--- config.mk ---
export PLATFORM = sky130hd
export DESIGN_NAME = dual_line_irq_ctrl
export DESIGN_NICKNAME = d
export VERILOG_FILES = /design/src/rtl/intc_pkg.sv /design/src/rtl/intc_rst_sync.sv /design/src/rtl/intc_edge_det.sv /design/src/rtl/intc_flag_bank.sv /design/src/rtl/intc_cfg_regs.sv /design/src/rtl/intc_route.sv /design/src/rtl/dual_line_irq_ctrl.sv
export SDC_FILE = /design/constraint.sdc
export NUM_CORES = 1
export LEC_CHECK = 0
export ABC_CLOCK_PERIOD_IN_PS = 9500
export BUFFER_PORTS_ARGS = -buffer_cell sky130_fd_sc_hd__buf_4
export CAP_MARGIN = 10
export CORE_MARGIN = 2
export CORE_UTILIZATION = 30
export CTS_CLUSTER_SIZE = 24
export DETAILED_ROUTE_END_ITERATION = 6
export PLACE_DENSITY = 0.49
export SLEW_MARGIN = 20
export SYNTH_ARGS = -nofsm -noshare
export SYNTH_HDL_FRONTEND = slang
export SYNTH_HIERARCHICAL = 1
export SYNTH_SLANG_ARGS = --single-unit
--- constraint.sdc ---
create_clock -name clk -period 9.5 [get_ports clk]
set_input_delay 0.95 -clock clk [delete_from_list [all_inputs] [get_ports clk]]
set_output_delay 0.95 -clock clk [all_outputs]
set_load 0.05 [all_outputs]
--- src/rtl/intc_pkg.sv ---
package intc_pkg;
  localparam int unsigned ADDR_W    = 2;
  localparam int unsigned NUM_LINES = 2;

  typedef enum logic [ADDR_W-1:0] {
    REG_FLAG = 2'd0,
    REG_EN   = 2'd1,
    REG_SEL  = 2'd2,
    REG_LINE = 2'd3
  } reg_addr_e;
endpackage

--- src/rtl/intc_rst_sync.sv ---
module intc_rst_sync (
  input  logic clk,
  input  logic rst_n,
  output logic rst_sync_n
);
  logic [1:0] sync_q;

  always_ff @(posedge clk or negedge rst_n) begin
    if (!rst_n) sync_q <= 2'b00;
    else        sync_q <= {sync_q[0], 1'b1};
  end

  assign rst_sync_n = sync_q[1];
endmodule

--- src/rtl/intc_edge_det.sv ---
module intc_edge_det #(
  parameter int unsigned W = 32
) (
  input  logic         clk,
  input  logic         rst_n,
  input  logic [W-1:0] evt_i,
  output logic [W-1:0] rise_o
);
  logic [W-1:0] evt_q, evt_d;
  logic [W-1:0] prev_q, prev_d;

  always_comb begin
    evt_d  = evt_i;
    prev_d = evt_q;
  end

  always_ff @(posedge clk or negedge rst_n) begin
    if (!rst_n) begin
      evt_q  <= '0;
      prev_q <= '0;
    end else begin
      evt_q  <= evt_d;
      prev_q <= prev_d;
    end
  end

  assign rise_o = evt_q & ~prev_q;
endmodule

--- src/rtl/intc_flag_bank.sv ---
module intc_flag_bank #(
  parameter int unsigned W = 32
) (
  input  logic         clk,
  input  logic         rst_n,
  input  logic [W-1:0] set_i,
  input  logic [W-1:0] clr_i,
  output logic [W-1:0] flag_o
);
  logic [W-1:0] flag_q, flag_d;
  logic         upd;

  always_comb begin
    upd    = (|set_i) | (|clr_i);
    flag_d = (flag_q & ~clr_i) | set_i;
  end

  always_ff @(posedge clk or negedge rst_n) begin
    if (!rst_n)   flag_q <= '0;
    else if (upd) flag_q <= flag_d;
  end

  assign flag_o = flag_q;
endmodule

--- src/rtl/intc_cfg_regs.sv ---
module intc_cfg_regs
  import intc_pkg::*;
#(
  parameter int unsigned W = 32
) (
  input  logic                 clk,
  input  logic                 rst_n,
  input  logic                 we_i,
  input  logic [ADDR_W-1:0]    addr_i,
  input  logic [W-1:0]         wdata_i,
  output logic [W-1:0]         en_o,
  output logic [W-1:0]         sel_o,
  output logic [NUM_LINES-1:0] line_en_o
);
  logic [W-1:0]         en_q, en_d, sel_q, sel_d;
  logic [NUM_LINES-1:0] line_q, line_d;
  logic                 en_we, sel_we, line_we;

  always_comb begin
    en_we   = we_i && (addr_i == REG_EN);
    sel_we  = we_i && (addr_i == REG_SEL);
    line_we = we_i && (addr_i == REG_LINE);
    en_d    = wdata_i;
    sel_d   = wdata_i;
    line_d  = wdata_i[NUM_LINES-1:0];
  end

  always_ff @(posedge clk or negedge rst_n) begin
    if (!rst_n) begin
      en_q   <= '0;
      sel_q  <= '0;
      line_q <= '0;
    end else begin
      if (en_we)   en_q   <= en_d;
      if (sel_we)  sel_q  <= sel_d;
      if (line_we) line_q <= line_d;
    end
  end

  assign en_o      = en_q;
  assign sel_o     = sel_q;
  assign line_en_o = line_q;
endmodule

--- src/rtl/intc_route.sv ---
module intc_route
  import intc_pkg::*;
#(
  parameter int unsigned W = 32
) (
  input  logic [W-1:0]         flag_i,
  input  logic [W-1:0]         en_i,
  input  logic [W-1:0]         sel_i,
  input  logic [NUM_LINES-1:0] line_en_i,
  output logic [NUM_LINES-1:0] irq_o
);
  logic [W-1:0] active;

  assign active = flag_i & en_i;

  for (genvar l = 0; l < NUM_LINES; l++) begin : g_line
    logic [W-1:0] steer;
    assign steer    = (l == 0) ? ~sel_i : sel_i;
    assign irq_o[l] = line_en_i[l] & (|(active & steer));
  end
endmodule

--- src/rtl/dual_line_irq_ctrl.sv ---
module dual_line_irq_ctrl
  import intc_pkg::*;
#(
  parameter int unsigned NUM_FLAGS = 32
) (
  input  logic                 clk,
  input  logic                 rst_n,
  input  logic [NUM_FLAGS-1:0] evt_i,
  input  logic                 reg_we_i,
  input  logic [ADDR_W-1:0]    reg_addr_i,
  input  logic [NUM_FLAGS-1:0] reg_wdata_i,
  output logic [NUM_FLAGS-1:0] reg_rdata_o,
  output logic [NUM_LINES-1:0] irq_o
);
  logic                 rst_sync_n;
  logic [NUM_FLAGS-1:0] rise, clr, flag, en, sel;
  logic [NUM_LINES-1:0] line_en;

  intc_rst_sync u_rst (.clk(clk), .rst_n(rst_n), .rst_sync_n(rst_sync_n));

  intc_edge_det #(.W(NUM_FLAGS)) u_edge (
    .clk(clk), .rst_n(rst_sync_n), .evt_i(evt_i), .rise_o(rise));

  assign clr = (reg_we_i && reg_addr_i == REG_FLAG) ? reg_wdata_i : '0;

  intc_flag_bank #(.W(NUM_FLAGS)) u_flags (
    .clk(clk), .rst_n(rst_sync_n), .set_i(rise), .clr_i(clr), .flag_o(flag));

  intc_cfg_regs #(.W(NUM_FLAGS)) u_cfg (
    .clk(clk), .rst_n(rst_sync_n), .we_i(reg_we_i), .addr_i(reg_addr_i),
    .wdata_i(reg_wdata_i), .en_o(en), .sel_o(sel), .line_en_o(line_en));

  intc_route #(.W(NUM_FLAGS)) u_route (
    .flag_i(flag), .en_i(en), .sel_i(sel), .line_en_i(line_en), .irq_o(irq_o));

  always_comb begin
    unique case (reg_addr_i)
      REG_FLAG: reg_rdata_o = flag;
      REG_EN:   reg_rdata_o = en;
      REG_SEL:  reg_rdata_o = sel;
      default:  reg_rdata_o = {{(NUM_FLAGS-NUM_LINES){1'b0}}, line_en};
    endcase
  end
endmodule

==> metrics.txt, run 1 <==
Setup Skew=around 0.0073 ns; final period utilization=between 30% and 40%; Vias/cell=roughly 4.6; PD cells=213 mW/mm^2; CP Class=in -> out; vias in the first global route=slightly above 5000; post-CTS setup buffer count=0; Place WS=5.85 ns; PortBufs=102; Mean Syn Cell Area=between 10 and 15 sq um; adder-cell share of the synthesized area=0%; Final ANT Viol Nets=0; first-pass GRT wire length=about 29000 um; all-layer global routing usage=approximately 15%; count of final hold-check violations=0; RR Startpoint=u_rst/sync_q[1]$_DFF_PN0_; RR Endpoint=u_cfg/en_o[9]$_DFFE_PN0P_; leading area contributor after synthesis=dfrtp_1; worst-case reg-to-reg path depth=1; Gates resized, CTS repair=0; post-synthesis cell type count=29; diodes inserted=0; die width=around 160 um; final net count=716; Int Power=~1400 uW; outcome=finished, final reports clean; XOR/XNOR share of the synthesized area=0%; Top delay family on crit path=buffers and inverters; Synth Net Count=610; Row Count=57; DR WL/cell=about 18 um; Post-synth top flop=dfrtp_1; Top cell by count, worst path=buf_4; RSZ-0062 raised after global routing=false; core box area=0.0243 sq mm; Die H=161 um; Via Count=4486; largest family of logic cells by synthesized area=multiplexers; clk slew on worst S/H paths=about 0.06 ns; async set or reset register ratio after synthesis=100%; maximum fanout along the worst path=37; Sink Count=roughly 160; register area share after synthesis=between 50% and 60%; sw frac=roughly 30%; total gr overflow=0; H-tree depth=4; Worst Setup Start Kind=input pin; Pins Over Slew Limit=0; Worst Hold Class=reg -> async; mux cell area share after synthesis=between 10% and 20%; worst vdd ir=roughly 0.082 mV; GPL Wtd Cong=about 0.75; crit path cell chain=buf_4 > nor2b_2 > buf_4 > o2bb2ai_1 > buf_4; simple-gate area share of the yosys netlist=14.8%; logic gate share of total power=between 20 and 25%; antenna violations before repair=0; CTS Buffer Depth=2; Max-Cap Viols=0; largest net degree at the start of global routing=76; Highest Clock Rate=approximately 270 MHz; Num CTS Buffers=17; DRC viols=0; Worst path slowest cell=nor2b_2; Post-Syn Area=approximately 0.0074 sq mm; Post-synth EDFFs=0; drt total wl=between 15000 and 20000 um; Initial Utilization=30.5%; Seq pwr share=between 40 and 50%; setup TNS=0 ns; CP arrival=~2.7 ns; Final HPWL DP=~12000 um; final setup margin=between 5 and 6 ns; post-synth top area share=between 50 and 60%; leading post-synthesis cells by cell area=dfrtp_1, mux2_4, nor2b_4, mux2i_1, o2bb2ai_1; Setup crit end kind=primary output; hold buffer count at CTS=0; cells after synthesis=around 540; # setup viols final=0; Syn. warnings=6; DRT iter0 DRCs=about 230; # IOs=roughly 100; share of layout cells above drive strength 1=approximately 37%; Pre-Repair DR Iteration Count=4; Die Area=around 0.026 sq mm; Compound-Gate Fraction of Synth Area=8.33%; leakage=between 0.004 and 0.005 uW; TritonCTS clock tree=built; slew margin rel.=35.7%; actual slew at the worst max-slew pin=0.964 ns; Area Overhead vs Synth=22.1%; clk root buf=clkbuf_16; Clk network pwr share=roughly a third; setup slack, reg-to-reg=8.10 ns; flops & latches, synth=164; critical path required time=approximately 8.6 ns; min Tclk post-route=approximately 3.6 ns; Worst-Skew Late Latency=0.42 ns; Bufs and invs on worst path=3; P_sw=575 uW; Worst path max stage delay=between 0.4 and 0.5 ns
==> Yosys cell counts, types with 3 or more instances <==
cell	count
a21o_1	32
nor2b_4	32
nand3b_1	6
nand4_1	8
o22ai_1	11
mux2_2	6
nor4_1	4
nand3_1	33
clkbuf_1	3
and2_1	32
clkbuf_2	3
mux2_4	60
buf_4	7
nand2_1	26
mux2i_1	30
dfrtp_1	164
buf_6	7
o2bb2ai_1	30
inv_1	33
==> routing by layer <==
layer,GRT usage [%],routed length (um),share of wire (%)
met1,20.0,8390,46
met2,23.5,8800,48
met3,3.78,830,4.6
met4,3.41,128,0.71
met5,0,0,0
==> worst max path at each step <==
stage / endpoint / slack (ns) / cells past startpoint / from
detailed placement: reg_rdata_o[5] / 5.85 / 5 / reg_addr_i[0]
finish: reg_rdata_o[17] / 5.85 / 5 / reg_addr_i[0]
CTS: reg_rdata_o[21] / 5.84 / 5 / reg_addr_i[0]
global placement: reg_rdata_o[27] / 5.94 / 5 / reg_addr_i[0]
global route: reg_rdata_o[11] / 5.74 / 5 / reg_addr_i[0]
floorplan: u_cfg/en_o[0]$_DFFE_PN0P_ / 4.59 / 0 / u_rst/sync_q[1]$_DFF_PN0_
==> stage by stage <==
stage | area (sq um) | util, % | total power (uW) | hold slack [ns] | cells
3_5_place_dp | 8470 | 34.8 | 1280 | 0.185 | 951
3_3_place_gp | 8470 | 34.8 | 1270 | 0.179 | 951
4_1_cts | 9030 | 37.2 | 1960 | 0.187 | 982
6_report | 9060 | 37.3 | 1930 | 0.173 | 983
5_1_grt | 9060 | 37.3 | 2030 | 0.193 | 983
2_1_floorplan | 7420 | - | 1140 | 0.331 | 541
==> power by group through the flow <==
stage / clock network, uW / registers (uW) / logic (uW)
after floorplan: 0 / 860 / 281
after global placement: 0 / 873 / 400
after detailed placement: 0 / 877 / 405
after CTS: 689 / 865 / 406
after global routing: 719 / 880 / 429
final: 666 / 866 / 401
==> placed cells by master, fill, tap and decap left out, types with 6 or more instances in the layout <==
cell         n
nor2b_4     32
nand3_1     33
mux2i_1     30
nand3b_1     6
nand4_1      8
and2_1      32
mux2_2       6
dfrtp_1    163
mux2_4      60
inv_1       33
a21o_1      32
nand2_1     26
buf_4      106
o2bb2ai_1   30
o22ai_1     11
clkbuf_16   17
==> layout make-up <==
type / instances / area (sq um)
Clock buffer: 24 / 492
Clock inverter: 7 / 73.8
Fill cell: 2332 / 15300
Inverter: 33 / 124
Multi-Input combinational cell: 324 / 3040
Sequential cell: 164 / 4110
Tap cell: 324 / 405
Timing Repair Buffer: 107 / 823
==> flip-flops by register name, summed over array words and instances (netlist names) <==
name	cells
u_cfg/line_en_o	2
u_cfg/sel_o	32
u_edge/prev_q	32
u_rst/sync_q	2
u_edge/evt_q	32
u_flags/flag_o	32
u_cfg/en_o	32
==> cell families after synthesis <==
family | Yosys count
buffers and inverters | 53
AND/OR/NAND/NOR | 147
other | 1
flip-flops | 164
AO/OA/AOI/OAI | 78
multiplexers | 98
No activity file was read; power rests on OpenSTA's default activity.
==> run 2: changes to the inputs <==
--- a/config.mk
+++ b/config.mk
@@ -5,14 +5,15 @@
 export SDC_FILE = /design/constraint.sdc
 export NUM_CORES = 1
 export LEC_CHECK = 0
-export ABC_CLOCK_PERIOD_IN_PS = 9500
+export ABC_AREA = 1
+export ABC_CLOCK_PERIOD_IN_PS = 3100
 export BUFFER_PORTS_ARGS = -buffer_cell sky130_fd_sc_hd__buf_4
 export CAP_MARGIN = 10
 export CORE_MARGIN = 2
 export CORE_UTILIZATION = 30
 export CTS_CLUSTER_SIZE = 24
 export DETAILED_ROUTE_END_ITERATION = 6
-export PLACE_DENSITY = 0.49
+export PLACE_DENSITY = 0.51
 export SLEW_MARGIN = 20
 export SYNTH_ARGS = -nofsm -noshare
 export SYNTH_HDL_FRONTEND = slang
==> constraint.sdc (replaced) <==
create_clock -name clk -period 3.1 [get_ports clk]
set_input_delay 0.31 -clock clk [delete_from_list [all_inputs] [get_ports clk]]
set_output_delay 0.31 -clock clk [all_outputs]
set_load 0.05 [all_outputs]
==> run 2 against run 1 <==
- die area rose by 3.9%
- count of clock-buffer cells in the layout fell by 5
- final cell count up 44%
- critical path depth grew 2
- synthesized cell count rose by 75%
- hold slack got worse by 0.018 ns
- utilization increased by 0.92 points
- non-clock buffer count up 40
- power grew to 3.0 times the previous value
- combinational power increased to 2.7 times the previous value
- critical endpoint is now irq_o[0]
- largest cell class unchanged
- largest power group unchanged
==> metrics.txt, run 2 <==
outcome=finished, final reports clean; total gr overflow=0 (unchanged); Worst-Skew Late Latency=0.43 ns (about the same); simple-gate area share of the yosys netlist=34.6% (+20 points); core box area=0.0253 sq mm (+3.8%); maximum fanout along the worst path=4 (-89%); multi-input logic area=0.00271 sq mm (-11%); Num CTS Buffers=17 (unchanged); worst-case reg-to-reg path depth=1 (unchanged); cells after synthesis=946 (+75%); Bufs and invs on worst path=1 (-2); most common library cells after synthesis=nand2_1, dfrtp_1, inv_1; DR WL/cell=14.0 um (-24%); Worst path max stage delay=0.42 ns (-0.03 ns); GPL Wtd Cong=0.753 (+0.15%); post-CTS setup buffer count=0 (unchanged); Post-synth EDFFs=0 (unchanged); async set or reset register ratio after synthesis=100% (unchanged); critical path required time=2.79 ns (-5.76 ns); share of layout cells above drive strength 1=18.3% (-18 points); antenna violations before repair=0 (unchanged); RR Startpoint=u_rst/sync_q[1]$_DFF_PN0_; Setup Skew=0.0139 ns (+0.00659 ns); CTS Buffer Depth=2 (unchanged); Stages on worst setup path=7 (+2); Post-synth top flop=dfrtp_1; # setup viols final=0 (unchanged); Sink Count=164 (unchanged); clk slew on worst S/H paths=0.07 ns (about the same); Top delay family on crit path=simple AND/OR/NAND/NOR gates; Post-Syn Area=0.00772 sq mm (+4.0%); Via Count=6220 (+39%); post-synthesis cell type count=23 (-21%); CP Class=reg -> out; total power draw=5840 uW (+200%); diodes inserted=0 (unchanged); mux cell area share after synthesis=0% (-18 points); Mean Syn Cell Area=8.16 sq um (-41%); Setup crit end kind=primary output; die width=164 um (+1.9%); Worst Setup Start Kind=flip-flop; Final HPWL DP=12900 um (+5.0%); drt total wl=19800 um (+9.3%); post-synth top area share=53.2% (-2.1 points); Initial Utilization=30.6% (+0.050 points); non-filler cells, final=1415 (+44%); DRC viols=0 (unchanged); Gates resized, CTS repair=0 (unchanged); count leader, synth=nand2_1; all-layer global routing usage=15.4% (+0.73 points); crit path cell chain=nand3b_1 > nand2_1 > nor2_1 > nand2_1 > nor2_1 > a21oi_1 > buf_4; slew margin rel.=62.1% (+26 points); Critical Path Start=u_cfg/sel_o[19]$_DFFE_PN0P_; Syn. warnings=6 (unchanged); vias in the first global route=5985 (+19%); hold buffer count at CTS=33 (+33); leading post-synthesis cells by cell area=dfrtp_1, nand2_1, inv_1, nand4_1, nand3_1; Area Overhead vs Synth=25.0%; Final ANT Viol Nets=0 (unchanged); RSZ-0062 raised after global routing=false; final net count=1141 (+59%); register area share after synthesis=53.2% (-2.1 points); Worst path slowest cell=dfrtp_1; setup TNS=0 ns (unchanged); first-pass GRT wire length=32100 um (+10%); Max-Cap Viols=0 (unchanged); Pins Over Slew Limit=0 (unchanged); TritonCTS clock tree=built; commonest non-fill, non-tap cells in the layout=nand2_1, dfrtp_1, inv_1, buf_4, nand3_1; # IOs=103 (unchanged); actual slew at the worst max-slew pin=0.568 ns (-0.396 ns); largest family of logic cells by synthesized area=simple AND/OR/NAND/NOR gates; Row Count=58 (+1.8%); worst hold stages=3; DRT iter0 DRCs=386 (+69%); min-delay src=reg_wdata_i[8]; XOR/XNOR share of the synthesized area=0% (unchanged); Post-Place Cells=1350 (+42%); Die Area=0.0270 sq mm (+3.9%); FILL cells=2668 (+14%); min Tclk post-route=approximately 2.1 ns; sequential standard cell area=0.00411 sq mm (unchanged); PortBufs=102 (unchanged); count of final hold-check violations=0 (unchanged); CP arrival=1.82 ns (-0.88 ns); Synth Net Count=1015 (+66%); adder-cell share of the synthesized area=0% (unchanged); Pre-Repair DR Iteration Count=5 (+1); PD cells=606 mW/mm^2 (+180%); Vias/cell=4.40 (-3.7%); clk root buf=clkbuf_16; leading area contributor after synthesis=dfrtp_1; flops & latches, synth=164 (unchanged); Highest Clock Rate=between 400 and 500 MHz; leakage=0.00500 uW (+19%); H-tree depth=4 (unchanged); Worst Hold Class=in -> reg; largest net degree at the start of global routing=98 (+29%); commonest non-fill, non-tap cell in the layout=nand2_1; setup slack, reg-to-reg=2.25 ns (-5.85 ns); worst vdd ir=0.314 mV (+280%); Die H=164 um (+1.9%); Compound-Gate Fraction of Synth Area=0.535% (-7.8 points); final period utilization=approximately 69%
-- run 2: cell count changes after synthesis, moves of 32 or more --
cell,change
inv_1,+115
and2_1,-32
a21o_1,-32
nand3_1,+48
nand2_1,+300
nand4_1,+60
nor2b_4,-32
nor2_2,+32
mux2_4,-60
nor2_1,+52
-- run 2: cell families after synthesis --
group | count (synthesis)
other | 1
AO/OA/AOI/OAI | 7
AND/OR/NAND/NOR | 582
flip-flops | 164
buffers and inverters | 192
-- run 2: tightest hold or removal path, stage by stage --
cell	delay (ns)
buf_4	0.09
nand4_1	0.08
nand2_1	0.07
-- run 2: stage by stage --
step           utilization (%)  instance area [sq um]  hold slack (ns)  setup slack (ns)
2_1_floorplan                -                   7720           0.0144             0.387
4_1_cts                   38.2                   9640            0.136             0.925
3_5_place_dp              34.5                   8710           0.0964              1.02
5_1_grt                   38.2                   9640            0.145             0.823
3_3_place_gp              34.5                   8710           0.0946              1.06
6_report                  38.2                   9640            0.156             0.967
-- run 2: final cells by class --
class,instances,share of cell area (%)
Multi-Input combinational cell,590,28.1
Timing Repair Buffer,147,12.8
Clock inverter,13,1.52
Clock buffer,19,4.70
Tap cell,330,4.28
Inverter,152,5.97
Sequential cell,164,42.6
-- run 2: report_power, final --
group          leakage [uW]  internal (uW)  total (uW)  switching, uW
sequential          0.00190           2360        2570            211
clock              0.000296           1250        2170            929
combinational       0.00281            394        1100            707
-- run 2: path summary, 6_finish.rpt --
check / end
setup / recovery: irq_o[0]
hold / removal: u_cfg/sel_o[8]$_DFFE_PN0P_
setup reg to reg: u_edge/prev_q[25]$_DFF_PN0_
hold reg to reg: u_edge/prev_q[9]$_DFF_PN0_
max in group asynchronous: u_edge/prev_q[25]$_DFF_PN0_
min in group asynchronous: u_rst/sync_q[0]$_DFF_PN0_
-- run 2: metal layers --
layer  up-vias  global-route usage, %  wire length [um]
li1       3183                      -                 -
met1      2889                   21.1              9600
met2       135                   24.5              9130
met3        13                   3.14               903
met4         0                   4.98               199
met5         -                      0                 0
==> run 3: changes to the inputs <==
--- a/config.mk
+++ b/config.mk
@@ -6,14 +6,14 @@
 export NUM_CORES = 1
 export LEC_CHECK = 0
 export ABC_AREA = 1
-export ABC_CLOCK_PERIOD_IN_PS = 3100
+export ABC_CLOCK_PERIOD_IN_PS = 2100
 export BUFFER_PORTS_ARGS = -buffer_cell sky130_fd_sc_hd__buf_4
 export CAP_MARGIN = 10
 export CORE_MARGIN = 2
 export CORE_UTILIZATION = 30
 export CTS_CLUSTER_SIZE = 24
 export DETAILED_ROUTE_END_ITERATION = 6
-export PLACE_DENSITY = 0.51
+export PLACE_DENSITY = 0.49
 export SLEW_MARGIN = 20
 export SYNTH_ARGS = -nofsm -noshare
 export SYNTH_HDL_FRONTEND = slang
==> constraint.sdc (replaced) <==
create_clock -name clk -period 2.1 [get_ports clk]
set_input_delay 0.21 -clock clk [delete_from_list [all_inputs] [get_ports clk]]
set_output_delay 0.21 -clock clk [all_outputs]
set_load 0.05 [all_outputs]
==> run 3 against run 2 <==
- via count rose by 0.31%
- sequential cell count unchanged
- die area unchanged
- largest cell class unchanged
- register-to-register slack got worse by 1.0 ns
- sequential power up 48%
- global-route usage up 0.62 points
- setup slack worse by 0.83 ns
- highest routed layer unchanged
- non-clock buffer count rose by 8
- clock skew decreased by 0.0038 ns
- sequential share of layout area fell by 0.23 points
- critical path depth unchanged
- combinational power rose by 49%
==> metrics.txt, run 3 (same netlist as run 2, synthesis figures left out) <==
outcome=finished, final reports clean; clk slew on worst S/H paths=0.07 ns (about the same); crit path cell chain=nand3b_1 > nand2_1 > nor2_1 > nand2_1 > nor2_2 > a21oi_2 > buf_4; core box area=0.0253 sq mm (unchanged); Row Count=58 (unchanged); Worst Setup Start Kind=flip-flop; sequential standard cell area=0.00411 sq mm (unchanged); Bufs and invs on worst path=1 (unchanged); total power draw=8610 uW (+47%); TritonCTS clock tree=built; all-layer global routing usage=16.0% (+0.62 points); Num CTS Buffers=17 (unchanged); wire length on met2=9400 um (+2.9%); setup TNS=0 ns (unchanged); setup slack, reg-to-reg=1.25 ns (-1.00 ns); worst-case reg-to-reg path depth=1 (unchanged); # setup viols final=0 (unchanged); total gr overflow=0 (unchanged); maximum fanout along the worst path=4 (unchanged); RR Startpoint=u_rst/sync_q[1]$_DFF_PN0_; Worst path max stage delay=0.42 ns (about the same); CP arrival=1.75 ns (-0.07 ns); design area=0.00970 sq mm (+0.54%); Max Used Layer=met4; H-tree depth=4 (unchanged); # IOs=103 (unchanged); Sink Count=164 (unchanged); FILL cells=2677 (+0.34%); PortBufs=102 (unchanged); Critical Path Start=u_cfg/sel_o[31]$_DFFE_PN0P_; Die H=164 um (unchanged); Vias/cell=4.38 (-0.26%); Final HPWL DP=13400 um (+3.9%); die width=164 um (unchanged); largest net degree at the start of global routing=85 (-13%); Worst path slowest cell=dfrtp_1; DRC viols=0 (unchanged); first-pass GRT wire length=33200 um (+3.5%); clk root buf=clkbuf_16; diodes inserted=0 (unchanged); commonest non-fill, non-tap cell in the layout=nand2_1; Area Overhead vs Synth=25.6%; Setup crit end kind=primary output; Worst-Skew Late Latency=0.43 ns (about the same); CP Class=reg -> out; antenna violations before repair=0 (unchanged); leakage=0.00502 uW (+0.28%); Pre-Repair DR Iteration Count=7 (+2); Initial Utilization=30.6% (unchanged); Setup Skew=0.0101 ns (-0.00379 ns); DR WL/cell=14.4 um (+2.5%); Final ANT Viol Nets=0 (unchanged); post-CTS setup buffer count=0 (unchanged); Die Area=0.0270 sq mm (unchanged); min Tclk post-route=just under 2 ns; Pins Over Slew Limit=0 (unchanged); final net count=1149 (+0.70%); GPL Wtd Cong=0.740 (-1.7%); routed metal-1 wire length=9980 um (+4.0%); Top delay family on crit path=simple AND/OR/NAND/NOR gates; Via Count=6239 (+0.31%); RR Endpoint=u_cfg/en_o[25]$_DFFE_PN0P_; drt total wl=20400 um (+3.1%); count of final hold-check violations=0 (unchanged); DRT iter0 DRCs=409 (+6.0%); PD cells=888 mW/mm^2 (+47%); Stages on worst setup path=7 (unchanged); met3 wire length=935 um (+3.5%); worst vdd ir=0.438 mV (+40%); RSZ-0062 raised after global routing=false; CTS Buffer Depth=2 (unchanged); Top cell by count, worst path=nand2_1; final period utilization=just over 90%; placed cell area=0.00877 sq mm (+0.69%); Critical Path End=irq_o[0]; commonest non-fill, non-tap cells in the layout=nand2_1, dfrtp_1, inv_1, buf_4, nand3_1; critical path required time=1.89 ns (-0.90 ns); share of layout cells above drive strength 1=19.1% (+0.78 points); Worst Hold Class=in -> reg; Max-Cap Viols=0 (unchanged); multi-input logic area=0.00272 sq mm (+0.42%); Highest Clock Rate=509 MHz; vias in the first global route=6138 (+2.6%)
-- run 3: cell count changes in the layout (fill, tap and decap cells not counted), sizes merged --
cell / change
buf: +8
clkinv: -2
clkinvlp: +3
inv: -1
-- run 3: metrics by stage --
step	worst slack, ns	utilization (%)	cells	hold WS (ns)
after floorplan	0.399	-	946	-0.0856
after global placement	0.427	34.7	1358	-0.00557
after detailed placement	0.397	34.7	1358	-0.00624
after CTS	0.0396	38.4	1423	0.0293
after global routing	0.0168	38.4	1423	0.0517
final	0.135	38.4	1423	0.0546
-- run 3: how the worst min path moves through the flow --
stage                                   to  depth (start not counted)             from
2_1_floorplan    u_rst/sync_q[0]$_DFF_PN0_                          0            rst_n
3_3_place_gp     u_rst/sync_q[0]$_DFF_PN0_                          1            rst_n
3_5_place_dp     u_rst/sync_q[0]$_DFF_PN0_                          1            rst_n
4_1_cts        u_cfg/sel_o[18]$_DFFE_PN0P_                          3  reg_wdata_i[18]
5_1_grt        u_cfg/sel_o[12]$_DFFE_PN0P_                          3  reg_wdata_i[12]
6_report       u_cfg/sel_o[18]$_DFFE_PN0P_                          3  reg_wdata_i[18]
-- run 3: repair_timing --
item | in CTS | in global routing
endpoints found under the setup margin | 0 | 2
hold buffers | 33 | 0
hold endpoints to repair | 34 | 0
gates resized for setup | 0 | 4
-- run 3: routing by layer --
metal,GRT usage (%),vias to the layer above
li1,-,3190
met1,22.7,2914
met2,25.3,127
met3,3.59,8
met4,3.32,0
met5,0,-
-- run 3: worst min-delay path, stage by stage --
cell and delay (ns):
buf_4 0.09, nand4_1 0.09, nand2_1 0.07
-- run 3: area by class of cell --
cell class,instances,share of cell area (%)
Tap cell,330,4.26
Clock buffer,19,4.46
Multi-Input combinational cell,590,28.1
Inverter,152,5.94
Clock inverter,13,1.52
Timing Repair Buffer,155,13.4
Sequential cell,164,42.4
-- run 3: power breakdown --
part | internal (uW) | leakage (uW) | total (uW) | switching, uW
logic | 594 | 0.00285 | 1640 | 1050
clock network | 1770 | 0.000271 | 3170 | 1400
registers | 3480 | 0.00190 | 3800 | 322
